--- config.mk ---
export PLATFORM = sky130hd
export DESIGN_NAME = uart_rx_dma
export DESIGN_NICKNAME = d
export VERILOG_FILES = /design/src/rtl/uart_rx_pkg.sv /design/src/rtl/rx_sync.sv /design/src/rtl/rx_framer.sv /design/src/rtl/rx_status.sv /design/src/rtl/uart_rx_dma.sv
export SDC_FILE = /design/constraint.sdc
export NUM_CORES = 1
export LEC_CHECK = 0
export ABC_AREA = 1
export BUFFER_PORTS_ARGS = -buffer_cell sky130_fd_sc_hd__buf_4
export CAP_MARGIN = 25
export CORE_MARGIN = 2
export CORE_UTILIZATION = 48
export CTS_CLUSTER_DIAMETER = 120
export DETAILED_ROUTE_END_ITERATION = 7
export PLACE_DENSITY = 0.71
export SYNTH_ARGS = -nofsm -noshare
export SYNTH_HDL_FRONTEND = slang
export SYNTH_HIERARCHICAL = 1
export SYNTH_SLANG_ARGS = --single-unit
--- constraint.sdc ---
create_clock -name clk -period 1.3 [get_ports clk]
set_input_delay 0.065 -clock clk [delete_from_list [all_inputs] [get_ports clk]]
set_output_delay 0.065 -clock clk [all_outputs]
set_load 0.05 [all_outputs]
--- src/rtl/uart_rx_pkg.sv ---
package uart_rx_pkg;
  typedef enum logic [1:0] {ST_IDLE, ST_START, ST_DATA, ST_STOP} rx_state_e;

  // Value of a bit from three centre samples.
  function automatic logic vote3(input logic a, input logic b, input logic c);
    return (a & b) | (a & c) | (b & c);
  endfunction

  // Any disagreement among the three centre samples.
  function automatic logic disagree3(input logic a, input logic b, input logic c);
    return (a ^ b) | (b ^ c);
  endfunction
endpackage

--- src/rtl/rx_sync.sv ---
module rx_sync #(
  parameter int STAGES = 2
) (
  input  logic clk,
  input  logic rst_n,
  input  logic d,
  output logic q
);
  logic [STAGES-1:0] chain;

  always_ff @(posedge clk or negedge rst_n) begin
    if (!rst_n) chain <= '1;
    else        chain <= {chain[STAGES-2:0], d};
  end

  assign q = chain[STAGES-1];
endmodule

--- src/rtl/rx_framer.sv ---
module rx_framer import uart_rx_pkg::*; #(
  parameter int DATA_W = 8,
  parameter int OSR    = 16
) (
  input  logic              clk,
  input  logic              rst_n,
  input  logic              tick,
  input  logic              rx,
  output logic              done,
  output logic [DATA_W-1:0] data,
  output logic              fe,
  output logic              nf
);
  localparam int CNT_W = $clog2(OSR);
  localparam int IDX_W = $clog2(DATA_W);
  localparam logic [CNT_W-1:0] S_LO  = CNT_W'(OSR/2 - 1);
  localparam logic [CNT_W-1:0] S_MID = CNT_W'(OSR/2);
  localparam logic [CNT_W-1:0] S_HI  = CNT_W'(OSR/2 + 1);
  localparam logic [CNT_W-1:0] LAST  = CNT_W'(OSR - 1);
  localparam logic [IDX_W-1:0] IDX_LAST = IDX_W'(DATA_W - 1);

  rx_state_e         state;
  logic [CNT_W-1:0]  cnt;
  logic [IDX_W-1:0]  idx;
  logic [1:0]        early;
  logic [DATA_W-1:0] shreg;
  logic              noise_acc;
  logic              bit_val, bit_noise, decide, sample, bit_end;

  always_comb begin
    bit_val   = vote3(early[1], early[0], rx);
    bit_noise = disagree3(early[1], early[0], rx);
    sample    = tick && (cnt == S_LO || cnt == S_MID);
    decide    = tick && (cnt == S_HI) && (state != ST_IDLE);
    bit_end   = tick && (cnt == LAST);
  end

  always_ff @(posedge clk or negedge rst_n) begin
    if (!rst_n) begin
      state     <= ST_IDLE;
      cnt       <= '0;
      idx       <= '0;
      early     <= '0;
      shreg     <= '0;
      noise_acc <= 1'b0;
      done      <= 1'b0;
      fe        <= 1'b0;
      nf        <= 1'b0;
    end else begin
      done <= 1'b0;
      if (sample) early <= {early[0], rx};
      if (tick) begin
        if (state == ST_IDLE) begin
          if (!rx) begin
            state     <= ST_START;
            cnt       <= CNT_W'(1);
            noise_acc <= 1'b0;
          end
        end else begin
          cnt <= bit_end ? '0 : cnt + 1'b1;
        end
      end
      case (state)
        ST_START: begin
          if (decide && bit_val) begin
            state <= ST_IDLE;
            cnt   <= '0;
          end else begin
            if (decide) noise_acc <= noise_acc | bit_noise;
            if (bit_end) begin
              state <= ST_DATA;
              idx   <= '0;
            end
          end
        end
        ST_DATA: begin
          if (decide) begin
            shreg     <= {bit_val, shreg[DATA_W-1:1]};
            noise_acc <= noise_acc | bit_noise;
          end
          if (bit_end) begin
            if (idx == IDX_LAST) state <= ST_STOP;
            else                 idx   <= idx + 1'b1;
          end
        end
        ST_STOP: begin
          if (decide) begin
            done <= 1'b1;
            fe   <= !bit_val;
            nf   <= noise_acc | bit_noise;
          end
          if (bit_end) state <= ST_IDLE;
        end
        default: ;
      endcase
    end
  end

  assign data = shreg;
endmodule

--- src/rtl/rx_status.sv ---
module rx_status #(
  parameter int DATA_W = 8
) (
  input  logic              clk,
  input  logic              rst_n,
  input  logic              done,
  input  logic [DATA_W-1:0] new_data,
  input  logic              new_fe,
  input  logic              new_nf,
  input  logic              dr_rd,
  input  logic              st_rd,
  output logic [DATA_W-1:0] data,
  output logic              rdy,
  output logic              fe,
  output logic              nf,
  output logic              ore
);
  logic armed;
  logic still_full;
  logic err_clear;

  always_comb begin
    still_full = rdy && !dr_rd;
    err_clear  = dr_rd && armed;
  end

  always_ff @(posedge clk or negedge rst_n) begin
    if (!rst_n) begin
      data  <= '0;
      rdy   <= 1'b0;
      fe    <= 1'b0;
      nf    <= 1'b0;
      ore   <= 1'b0;
      armed <= 1'b0;
    end else begin
      if (dr_rd)      armed <= 1'b0;
      else if (st_rd) armed <= 1'b1;
      if (err_clear) begin
        fe  <= 1'b0;
        nf  <= 1'b0;
        ore <= 1'b0;
      end
      if (dr_rd) rdy <= 1'b0;
      if (done) begin
        if (still_full) begin
          ore <= 1'b1;
        end else begin
          data <= new_data;
          rdy  <= 1'b1;
          fe   <= new_fe;
          nf   <= new_nf;
        end
      end
    end
  end
endmodule

--- src/rtl/uart_rx_dma.sv ---
module uart_rx_dma #(
  parameter int DATA_W      = 8,
  parameter int OSR         = 16,
  parameter int SYNC_STAGES = 2
) (
  input  logic              clk,
  input  logic              rst_n,
  input  logic              rx_in,
  input  logic              os_tick,
  input  logic              dr_rd,
  input  logic              st_rd,
  input  logic              dma_en,
  input  logic              rdy_irq_en,
  input  logic              err_irq_en,
  input  logic              fc_en,
  output logic [DATA_W-1:0] rx_data,
  output logic              rdy_flag,
  output logic              frame_err,
  output logic              noise_err,
  output logic              over_err,
  output logic              dma_req,
  output logic              rdy_irq,
  output logic              err_irq,
  output logic              rts_n
);
  logic              rx_s;
  logic              frm_done;
  logic [DATA_W-1:0] frm_data;
  logic              frm_fe, frm_nf;

  rx_sync #(.STAGES(SYNC_STAGES)) u_sync (
    .clk(clk), .rst_n(rst_n), .d(rx_in), .q(rx_s)
  );

  rx_framer #(.DATA_W(DATA_W), .OSR(OSR)) u_framer (
    .clk(clk), .rst_n(rst_n), .tick(os_tick), .rx(rx_s),
    .done(frm_done), .data(frm_data), .fe(frm_fe), .nf(frm_nf)
  );

  rx_status #(.DATA_W(DATA_W)) u_status (
    .clk(clk), .rst_n(rst_n), .done(frm_done), .new_data(frm_data),
    .new_fe(frm_fe), .new_nf(frm_nf), .dr_rd(dr_rd), .st_rd(st_rd),
    .data(rx_data), .rdy(rdy_flag), .fe(frame_err), .nf(noise_err),
    .ore(over_err)
  );

  assign dma_req = dma_en && rdy_flag;
  assign rdy_irq = rdy_irq_en && rdy_flag;
  assign err_irq = err_irq_en && (frame_err || noise_err || over_err);
  assign rts_n   = fc_en && rdy_flag;
endmodule

==> metrics.cfg, run 1 <==
[status]
status=complete, but fails checks
violations=negative setup slack

[final_layout]
seqCellArea_um2=955
fill_cells=278
multi_input_area_um2=1100
nets=314
drive_above_1_share_pct=42.0
area_growth_syn_to_layout_pct=45.7
diodes=0
final_cell_area_um2=2820

[global_route]
grt_max_degree=39
grt_usage_pct=19.8
grt_overflow=0
grt_pass1_wl_um=6820
grt_pass1_vias=1615
antenna_found_initial=0

[hold_path]
hold_path_depth=3
hold_path_class=primary input to flip-flop
hold_end=u_status/armed
min_from=st_rd

[placement]
portBuffers=25
dp_hpwl_um=2800
globalplace.congestion=0.787
post_dp_cell_area_um2=2360

[clocking]
cts-root-buf=clkbuf_8
clk_transition_reported_paths_ns=0.07
cts_sinks=38
cts_tree=built
max-clock-path-buffers=2
cts_buffers=5
worstSkewPairLatency_ns=0.29
htreeDepth=2

[critical_path]
r2r.worst_path.cells=8
critical_path_class=flip-flop to flip-flop
worstSetupStartpointType=flip-flop
cp_max_fo=3
reg2reg_slack_ns=-0.18
rr_endpoint=u_framer/state[0]
r2r_start=u_framer/cnt[0]
arrival_ns=1.66
cp.required_ns=1.48
crit_path_end_kind=flip-flop

[timing]
setup_viol=21
maxSlewHeadroom_pct=68.0
setup_ws_ns=-0.179
hold-worst-slack_ns=0.0128
setup_tns_ns=-2.39
fin_crit_ns=1.48
worst_pin_slew_ns=0.480
fin_skew_ns=0.00693
hold_viol=0
fmax_ghz=0.676
drv_slew=0
period_share_pct=114
rsz0062_at_grt=true

[route]
wire_per_inst_um=13.6
drt_iter0_drc=103
dr.pass1.iters=4
viasPerCell=5.11
ant_nets=0
drc=0
via_count=1754
drt_wl_total_um=4670

[yosys]
synth_top_cell_area_share_pct=46.5
synth-edff-count=0
synth_seq_cells=38
syn_area_um2=1940
avgSynthCellArea_um2=8.49
yosysMostFrequentCell=nand2_1
ys_seq_area_share_pct=49.2
synth_ff_type=dfrtp_1
syn-num-nets=250
synthTopCellsByCount=nand2_1, dfrtp_1, inv_1
yosysTopAreaCell=dfrtp_1
synth_warnings=6
synth_area_leaders=dfrtp_1, nand2_1, ha_1
synth_cells=228
async_flop_share_pct=100
yosysUniqueCellTypes=25

[pwr]
p_leak_nw=1.45
ir_drop_mv=0.938
finalPower_mw=3.76
p_per_area_nw_per_um2=1330

[floorplanning]
dieArea_um2=4560
start_util_pct=49.1
die_w_um=67.5
core_um2=3940
die_h_um=67.5
core.rowCount=23
io-pin-count=26

[job]
max_cap_violations=0

critical path, stage by stage, from the launching register on:
cell     delay (ns)
dfrtp_2        0.45
ha_4           0.18
nand2_1        0.16
o21ai_1        0.20
nand2_1        0.11
nor2_1         0.11
nand2_1        0.05
nand2_1        0.05
nand2_1        0.05
cells in the final DEF, fill, tap and decap left out, types with 5 or more instances in the layout:
cell | netlist | routed
nand3_1 | 26 | 23
ha_4 | 0 | 7
dfrtp_1 | 36 | 35
inv_2 | 1 | 5
nor2_1 | 18 | 12
nand2_1 | 65 | 50
buf_4 | 0 | 53
nor2_4 | 1 | 5
inv_1 | 29 | 23
a21oi_1 | 6 | 5
nand2_2 | 4 | 14
clkbuf_8 | 0 | 5
sequential cells by signal, indices dropped and copies added, names as in the netlist:
register / count
u_framer/state: 2
u_status/fe: 1
u_status/rdy: 1
u_framer/done: 1
u_framer/cnt: 4
u_framer/nf: 1
u_framer/data: 8
u_framer/noise_acc: 1
u_sync/chain: 2
u_status/data: 8
u_status/armed: 1
u_status/ore: 1
u_framer/early: 2
u_framer/fe: 1
u_status/nf: 1
u_framer/idx: 3
stage by stage:
stage / utilization (%) / setup slack [ns] / cells
global route: 71.6 / -0.240 / 343
floorplan: - / -0.0386 / 228
detailed placement: 59.8 / -0.137 / 322
global placement: 59.8 / -0.104 / 322
CTS: 65.2 / -0.0690 / 336
finish: 71.6 / -0.179 / 343
timing repair:
item / 4_1_cts / 5_1_grt
pin swaps: 3 / 13
cloned: 0 / 1
setup buffers: 3 / 7
hold buffers: 3 / 0
endpoints found under the hold margin: 38 / 0
endpoints found under the setup margin: 20 / 23
gates resized for setup: 16 / 43
worst max path at each step:
stage                       from                  to  slack, ns  depth (start not counted)
5_1_grt        u_framer/state[1]  u_framer/noise_acc      -0.24                          9
6_report         u_framer/cnt[0]   u_framer/state[0]      -0.18                          8
2_1_floorplan  u_framer/state[1]    u_framer/data[3]      -0.04                          9
3_5_place_dp   u_framer/state[0]     u_framer/idx[1]      -0.14                          6
3_3_place_gp     u_framer/cnt[1]    u_framer/data[4]      -0.10                          7
4_1_cts        u_framer/state[0]  u_framer/noise_acc      -0.07                          9
report_power, final:
part / total (mW) / leakage [nW] / switching, mW / internal (mW)
clock network: 0.996 / 0.0524 / 0.421 / 0.575
registers: 1.43 / 0.480 / 0.127 / 1.31
logic: 1.33 / 0.913 / 0.726 / 0.607
total: 3.76 / 1.45 / 1.27 / 2.49
final cells by class:
type | instances | area share, %
flip-flops and latches | 38 | 33.8
clock buffers | 7 | 2.70
well taps | 50 | 2.22
clock inverters | 1 | 1.06
repair buffers | 60 | 17.1
multi-input cells | 157 | 39.0
inverters | 30 | 4.17
cells by family (layout without fill, tap and decap cells):
kind of cell | after synthesis | in the layout | share of synthesized area [%]
flops | 38 | 38 | 49.2
xor+xnor | 1 | 1 | 0.452
fa+ha+maj | 12 | 12 | 7.75
compound gates | 24 | 24 | 8.08
buf+inv | 34 | 98 | 7.82
simple gates | 119 | 120 | 26.7
metal layers:
metal  wire length (um)  track usage, %
met3                177            4.83
met1               2150            25.4
met5                  0               0
met4                 60            4.85
met2               2290            33.5
No activity file was read; power rests on OpenSTA's default activity.
==> run 2, diff against run 1 <==
- SYNTH_HIERARCHICAL: 1 -> not set
==> run 2 against run 1 <==
  * The run still ends with negative setup slack left
  * Worst setup slack better by 0.091 ns
  * Sequential cell count unchanged
  * Hold slack worse by 0.0039 ns
  * Synthesized area down 1.0%
  * Critical path type unchanged
==> metrics.cfg, run 2 <==
[status]
status=complete, but fails checks
violations=negative setup slack

[yosys]
syn-num-nets=241  ; -3.6%
synth_ff_type=dfrtp_1
synth_cells=219  ; -3.9%
async_flop_share_pct=100  ; unchanged
synth_seq_cells=38  ; unchanged
yosysMostFrequentCell=nand2_1
synthTopCellsByCount=nand2_1, dfrtp_1, inv_1
synth_top_cell_area_share_pct=47.0  ; +0.49 points
synth_warnings=0  ; -6
ys_seq_area_share_pct=49.7  ; +0.51 points
synth_area_leaders=dfrtp_1, nand2_1, ha_1
avgSynthCellArea_um2=8.75  ; +3.0%
synth-edff-count=0  ; unchanged
yosysUniqueCellTypes=27  ; +8.0%
yosysTopAreaCell=dfrtp_1
syn_area_um2=1920  ; -1.0%

[placement]
post-place-ws_ns=-0.115  ; +0.0217 ns
dp_hpwl_um=2580  ; -7.9%
place_inst=301  ; -6.5%
globalplace.congestion=0.905  ; +15%
portBuffers=25  ; unchanged

[timing]
period_share_pct=107  ; -7.0 points
setup_tns_ns=-1.16  ; +1.23 ns
fin_skew_ns=0.00689  ; -0.0000438 ns
rsz0062_at_grt=true
setup_viol=19  ; -9.5%
hold-worst-slack_ns=0.00887  ; -0.00389 ns
fmax_ghz=0.720  ; +6.6%
worst_pin_slew_ns=0.464  ; -0.0159 ns
drv_slew=0  ; unchanged
hold_viol=0  ; unchanged
maxSlewHeadroom_pct=69.0  ; +1.1 points
setup_ws_ns=-0.0880  ; +0.0911 ns
fin_crit_ns=1.39  ; -0.0911 ns

[global_route]
grt_pass1_wl_um=7060  ; +3.4%
antenna_found_initial=0  ; unchanged
grt_pass1_vias=1573  ; -2.6%
grt_overflow=0  ; unchanged
grt_use_met2_pct=39.2  ; +5.8 points
grt_usage_pct=21.2  ; +1.5 points
use_met1_pct=23.2  ; -2.2 points
gr-max-usage-layer=met2
grt_max_degree=39  ; unchanged
use_met3_pct=5.33  ; +0.50 points

[critical_path]
cpMaxStageDelayCell=dfrtp_1
critPathBufInv=2  ; +2
cp_max_fo=8  ; +5
rr_endpoint=u_framer.data[6]
cp.depth=8  ; unchanged
crit_path_end_kind=flip-flop
arrival_ns=1.57  ; -0.09 ns
cp.required_ns=1.48  ; about the same
crit_chain=inv_2, ha_4, nand3_4, nor2_8, buf_12, nand2_8, nand2_2, o21ai_2
r2r.worst_path.cells=8  ; unchanged
r2r_start=u_framer.cnt[1]
setup.worst_path.end=u_framer.data[6]
critical_path_class=flip-flop to flip-flop
crit_family=simple AND/OR/NAND/NOR gates
slowest_delay_ns=0.42  ; -0.03 ns
reg2reg_slack_ns=-0.09  ; +0.09 ns
startpoint=u_framer.cnt[1]
worstSetupStartpointType=flip-flop

[clocking]
cts-root-buf=clkbuf_8
cts_tree=built
worstSkewPairLatency_ns=0.29  ; about the same
max-clock-path-buffers=2  ; unchanged
clk_transition_reported_paths_ns=0.08  ; about the same
cts_sinks=38  ; unchanged
htreeDepth=2  ; unchanged
cts_buffers=5  ; unchanged

[route]
via_count=1624  ; -7.4%
viasPerCell=4.98  ; -2.6%
wire_per_inst_um=13.3  ; -2.4%
drt_iter0_drc=57  ; -45%
dr.pass1.iters=4  ; unchanged
drt_wl_total_um=4330  ; -7.3%
ant_nets=0  ; unchanged
drc=0  ; unchanged

[pwr]
ir_drop_mv=1.14  ; +21%
p_per_area_nw_per_um2=1490  ; +12%
p_leak_nw=1.37  ; -5.3%

[hold_path]
min_from=st_rd
hold_path_class=primary input to flip-flop

[final_layout]
post-route-util_pct=71.7  ; about the same
final_cell_mix=nand2_1, buf_4, dfrtp_1
layout.cells.non_filler=326  ; -5.0%
area_growth_syn_to_layout_pct=39.9
nets=299  ; -4.8%
diodes=0  ; unchanged
drive_above_1_share_pct=42.1  ; +0.11 points
reg.largest.list=u_framer.data: 8 flops, u_status.data: 8 flops, u_framer.cnt: 4 flops
final_common_cell=nand2_1

[floorplanning]
dieArea_um2=4520  ; -0.96%
core.rowCount=22  ; -4.3%
die_w_um=67.2  ; -0.48%
start_util_pct=51.2  ; +2.1 points
io-pin-count=26  ; unchanged
core_um2=3740  ; -5.0%
die_h_um=67.2  ; -0.48%

[job]
max_cap_violations=0  ; unchanged

[run 2: cell count changes after synthesis, sizes merged, moves of 2 or more]
cell / previous run / this run
a21oi: 9 / 4
inv: 30 / 32
nor3: 3 / 0
nor2: 19 / 11
nand3: 26 / 10
o21ai: 11 / 27
nand2: 69 / 75
o211ai: 0 / 2
buf: 4 / 2
[run 2: how the worst min path moves through the flow]
stage                      endpoint  cells past startpoint
global route         u_status.armed                      3
global placement     u_status.armed                      1
finish               u_status.armed                      3
floorplan           u_framer.cnt[0]                      0
detailed placement   u_status.armed                      1
CTS                  u_status.armed                      3
[run 2: where the power goes]
group          internal [mW]  total (mW)  switching, mW
combinational          0.612        1.35          0.737
sequential              1.29        1.41          0.115
clock                  0.818        1.24          0.423
total                   2.72        4.00           1.28
[run 2: per-stage QoR]
stage	power, mW	area (um2)
final	4.00	2680
after global routing	4.22	2680
after CTS	3.72	2550
after detailed placement	2.30	2240
after global placement	2.28	2240
after floorplan	1.99	1930
[run 2: timing repair]
item | in CTS | in global routing
setup endpoints to repair | 22 | 23
setup buffers | 8 | 5
gates resized for setup | 19 | 27
hold buffers | 3 | 0
pin swaps | 10 | 11
endpoints found under the hold margin | 38 | 0
gates cloned | 1 | 0
[run 2: area by class of cell]
cell class | instances | area, um2
Multi-Input combinational cell | 147 | 980
Clock buffer | 6 | 82.6
Clock inverter | 2 | 60.1
Fill cell | 276 | 1060
Tap cell | 48 | 60.1
Sequential cell | 38 | 956
Timing Repair Buffer | 53 | 422
Inverter | 32 | 123
[run 2: layer usage]
| layer | vias to the layer above | part of all wire, % |
|---|---|---|
| li1 | 804 | - |
| met1 | 771 | 41 |
| met2 | 41 | 53 |
| met3 | 8 | 5.2 |
| met4 | 0 | 1.6 |
| met5 | - | 0 |
[run 2: cells by family (layout without fill, tap and decap cells)]
kind of cell / Yosys count / in the layout / synth area share [%]
AOI/OAI and AO/OA: 35 / 35 / 11.4
adders and majority gates: 12 / 12 / 7.83
buffers and inverters: 35 / 93 / 7.38
DFF: 38 / 38 / 49.7
muxes: 1 / 1 / 0.587
and+or+nand+nor: 98 / 99 / 23.0
[run 2: worst register-to-register path: stages, from the launching register on]
cell and delay, ns:
dfrtp_1 0.42, inv_2 0.09, ha_4 0.14, nand3_4 0.09
nor2_8 0.18, buf_12 0.14, nand2_8 0.09, nand2_2 0.08
o21ai_2 0.05
==> run 3, diff against run 2 <==
- REMOVE_ABC_BUFFERS: not set -> 1
==> run 3 against run 2 <==
  * The flow still finishes with violations (negative setup slack)
  * Sequential power is essentially flat
  * Maximum frequency shrank 3.4%
  * Register-to-register slack lost 0.05 ns
  * Count of clock-buffer cells in the layout is the same
  * Utilization grew 0.20 points
  * Via count shrank 2.0%
  * Clock power shrank 33%
  * Routed wire length shrank 5.1%
  * Final area grew 0.28%
==> metrics.cfg, run 3 (synthesis gave the netlist of run 2 again) <==
[hold_path]
hold_path_class=primary input to flip-flop
hold_path_depth=3  ; unchanged
min_from=st_rd

[global_route]
grt_overflow=0  ; unchanged
grt_usage_pct=19.2  ; -2.1 points
antenna_found_initial=0  ; unchanged
use_met1_pct=22.7  ; -0.51 points
use_met3_pct=5.17  ; -0.17 points
grt_max_degree=39  ; unchanged
grt_pass1_wl_um=6390  ; -9.5%
gr-max-usage-layer=met2
grt_use_met2_pct=32.4  ; -6.8 points
grt_pass1_vias=1485  ; -5.6%

[status]
status=complete, but fails checks
violations=negative setup slack

[floorplanning]
io-pin-count=26  ; unchanged
die_w_um=67.2  ; unchanged
die_h_um=67.2  ; unchanged
dieArea_um2=4520  ; unchanged
core.rowCount=22  ; unchanged
core_um2=3740  ; unchanged
start_util_pct=51.2  ; unchanged

[critical_path]
cp.required_ns=1.48  ; about the same
r2r_start=u_framer.cnt[0]
worstSetupStartpointType=flip-flop
r2r.worst_path.cells=8  ; unchanged
critical_path_class=flip-flop to flip-flop
startpoint=u_framer.cnt[0]
crit_path_end_kind=flip-flop
arrival_ns=1.62  ; +0.05 ns
cp_max_fo=5  ; -3

[pwr]
power.clock.fraction_pct=23.1  ; -8.0 points
power.switching_mw=1.29  ; +1.5%
pwr-share-seq_pct=39.6  ; +4.4 points
power.share.switching_pct=35.8  ; +3.8 points
ir_drop_mv=0.993  ; -13%
internal_power_mw=2.33  ; -15%
p_per_area_nw_per_um2=1350  ; -9.7%
combPwrFrac_pct=37.3  ; +3.5 points
p_leak_nw=1.37  ; +0.37%

[timing]
fmax_ghz=0.696  ; -3.4%
maxSlewHeadroom_pct=68.7  ; -0.35 points
hold_viol=0  ; unchanged
period_share_pct=111  ; +3.8 points
fin_skew_ns=0.00605  ; -0.000840 ns
worst_pin_slew_ns=0.470  ; +0.00530 ns
drv_slew=0  ; unchanged
setup_tns_ns=-1.50  ; -0.341 ns
setup_ws_ns=-0.137  ; -0.0490 ns
fin_crit_ns=1.44  ; +0.0490 ns
rsz0062_at_grt=true
setup_viol=19  ; unchanged

[clocking]
htreeDepth=2  ; unchanged
cts-root-buf=clkbuf_8
clk_transition_reported_paths_ns=0.07  ; about the same
cts_tree=built
cts_buffers=5  ; unchanged
max-clock-path-buffers=2  ; unchanged
worstSkewPairLatency_ns=0.29  ; about the same
cts_sinks=38  ; unchanged

[final_layout]
layout.cells.non_filler=324  ; -0.61%
fill_cells=270  ; -2.2%
drive_above_1_share_pct=43.1  ; +1.0 points
final_cell_mix=nand2_1, buf_4, dfrtp_1
area_growth_syn_to_layout_pct=40.3
nets=297  ; -0.67%
final_common_cell=nand2_1
reg.largest.list=u_framer.data: 8 flops, u_status.data: 8 flops, u_framer.cnt: 4 flops
diodes=0  ; unchanged

[route]
drt_wl_total_um=4110  ; -5.1%
wire_per_inst_um=12.7  ; -4.5%
drt_iter0_drc=35  ; -39%
dr.pass1.iters=5  ; +1
drc=0  ; unchanged
ant_nets=0  ; unchanged
viasPerCell=4.91  ; -1.4%
via_count=1592  ; -2.0%

[placement]
place_inst=304  ; +1.0%
portBuffers=25  ; unchanged
dp_hpwl_um=2530  ; -1.6%
globalplace.congestion=0.817  ; -9.8%

[job]
max_cap_violations=0  ; unchanged

[run 3: cell types whose count changed in the layout (fill, tap and decap cells not counted), moves of 2 or more]
| cell | previous run | this run |
|---|---|---|
| nand2_1 | 56 | 54 |
| bufinv_16 | 2 | 0 |
| o21ai_2 | 10 | 13 |
| nand2_4 | 5 | 7 |
| ha_2 | 6 | 2 |
| buf_6 | 1 | 5 |
| ha_4 | 2 | 6 |
| o21ai_1 | 7 | 3 |
| buf_4 | 48 | 43 |
[run 3: path summary, 6_finish.rpt]
kind | end | slack, ns
setup / recovery | u_framer.state[0] | -0.14
hold / removal | u_status.armed | 0.01
setup reg to reg | u_framer.state[0] | -0.14
hold reg to reg | u_sync.chain[1] | 0.36
max in group asynchronous | u_sync.chain[1] | 0.66
min in group asynchronous | u_framer.cnt[1] | 0.29
[run 3: worst max-delay path: stages, from the launching register on]
cell and delay (ns):
dfrtp_2 0.44, ha_4 0.17, nand2_4 0.07, nor2_4 0.16, inv_2 0.10, a21oi_2 0.17
nand2_1 0.10, nand2_1 0.07, nand2_1 0.05
[run 3: cell type report]
class                           instances  area (um2)  share of cell area, %
Clock inverter                          2        12.5                  0.465
Inverter                               32         125                   4.65
Clock buffer                            6        82.6                   3.07
Timing Repair Buffer                   51         409                   15.2
Multi-Input combinational cell        147        1050                   38.9
Sequential cell                        38         955                   35.5
Tap cell                               48        60.1                   2.23
[run 3: what timing repair did]
item	CTS	global route
hold endpoints to repair	38	0
gates cloned	0	1
hold buffers	3	0
setup endpoints to repair	21	24
gates resized for setup	26	41
pin swaps	6	18
setup buffers	4	5
[run 3: power by group through the flow]
stage | registers [mW] | logic [mW] | clock network [mW]
floorplan | 1.39 | 0.584 | 0
global placement | 1.40 | 0.857 | 0
detailed placement | 1.40 | 0.879 | 0
CTS | 1.41 | 1.04 | 0.860
global route | 1.45 | 1.47 | 0.941
finish | 1.43 | 1.35 | 0.836
[run 3: per-stage QoR]
step / area [um2] / power (mW) / setup slack (ns) / hold WS [ns] / util [%]
detailed placement: 2260 / 2.28 / -0.124 / 0.0572 / 60.3
finish: 2690 / 3.62 / -0.137 / 0.0141 / 71.9
CTS: 2480 / 3.30 / -0.0567 / 0.0161 / 66.2
floorplan: 1900 / 1.97 / -0.339 / -0.231 / -
global placement: 2260 / 2.26 / -0.0854 / 0.0578 / 60.3
global route: 2690 / 3.86 / -0.236 / 0.0203 / 71.9
[run 3: routing by layer]
metal,up-vias,routed length (um)
met2,34,2080
met3,6,195
met4,0,68
met5,-,0
met1,745,1760
li1,807,-
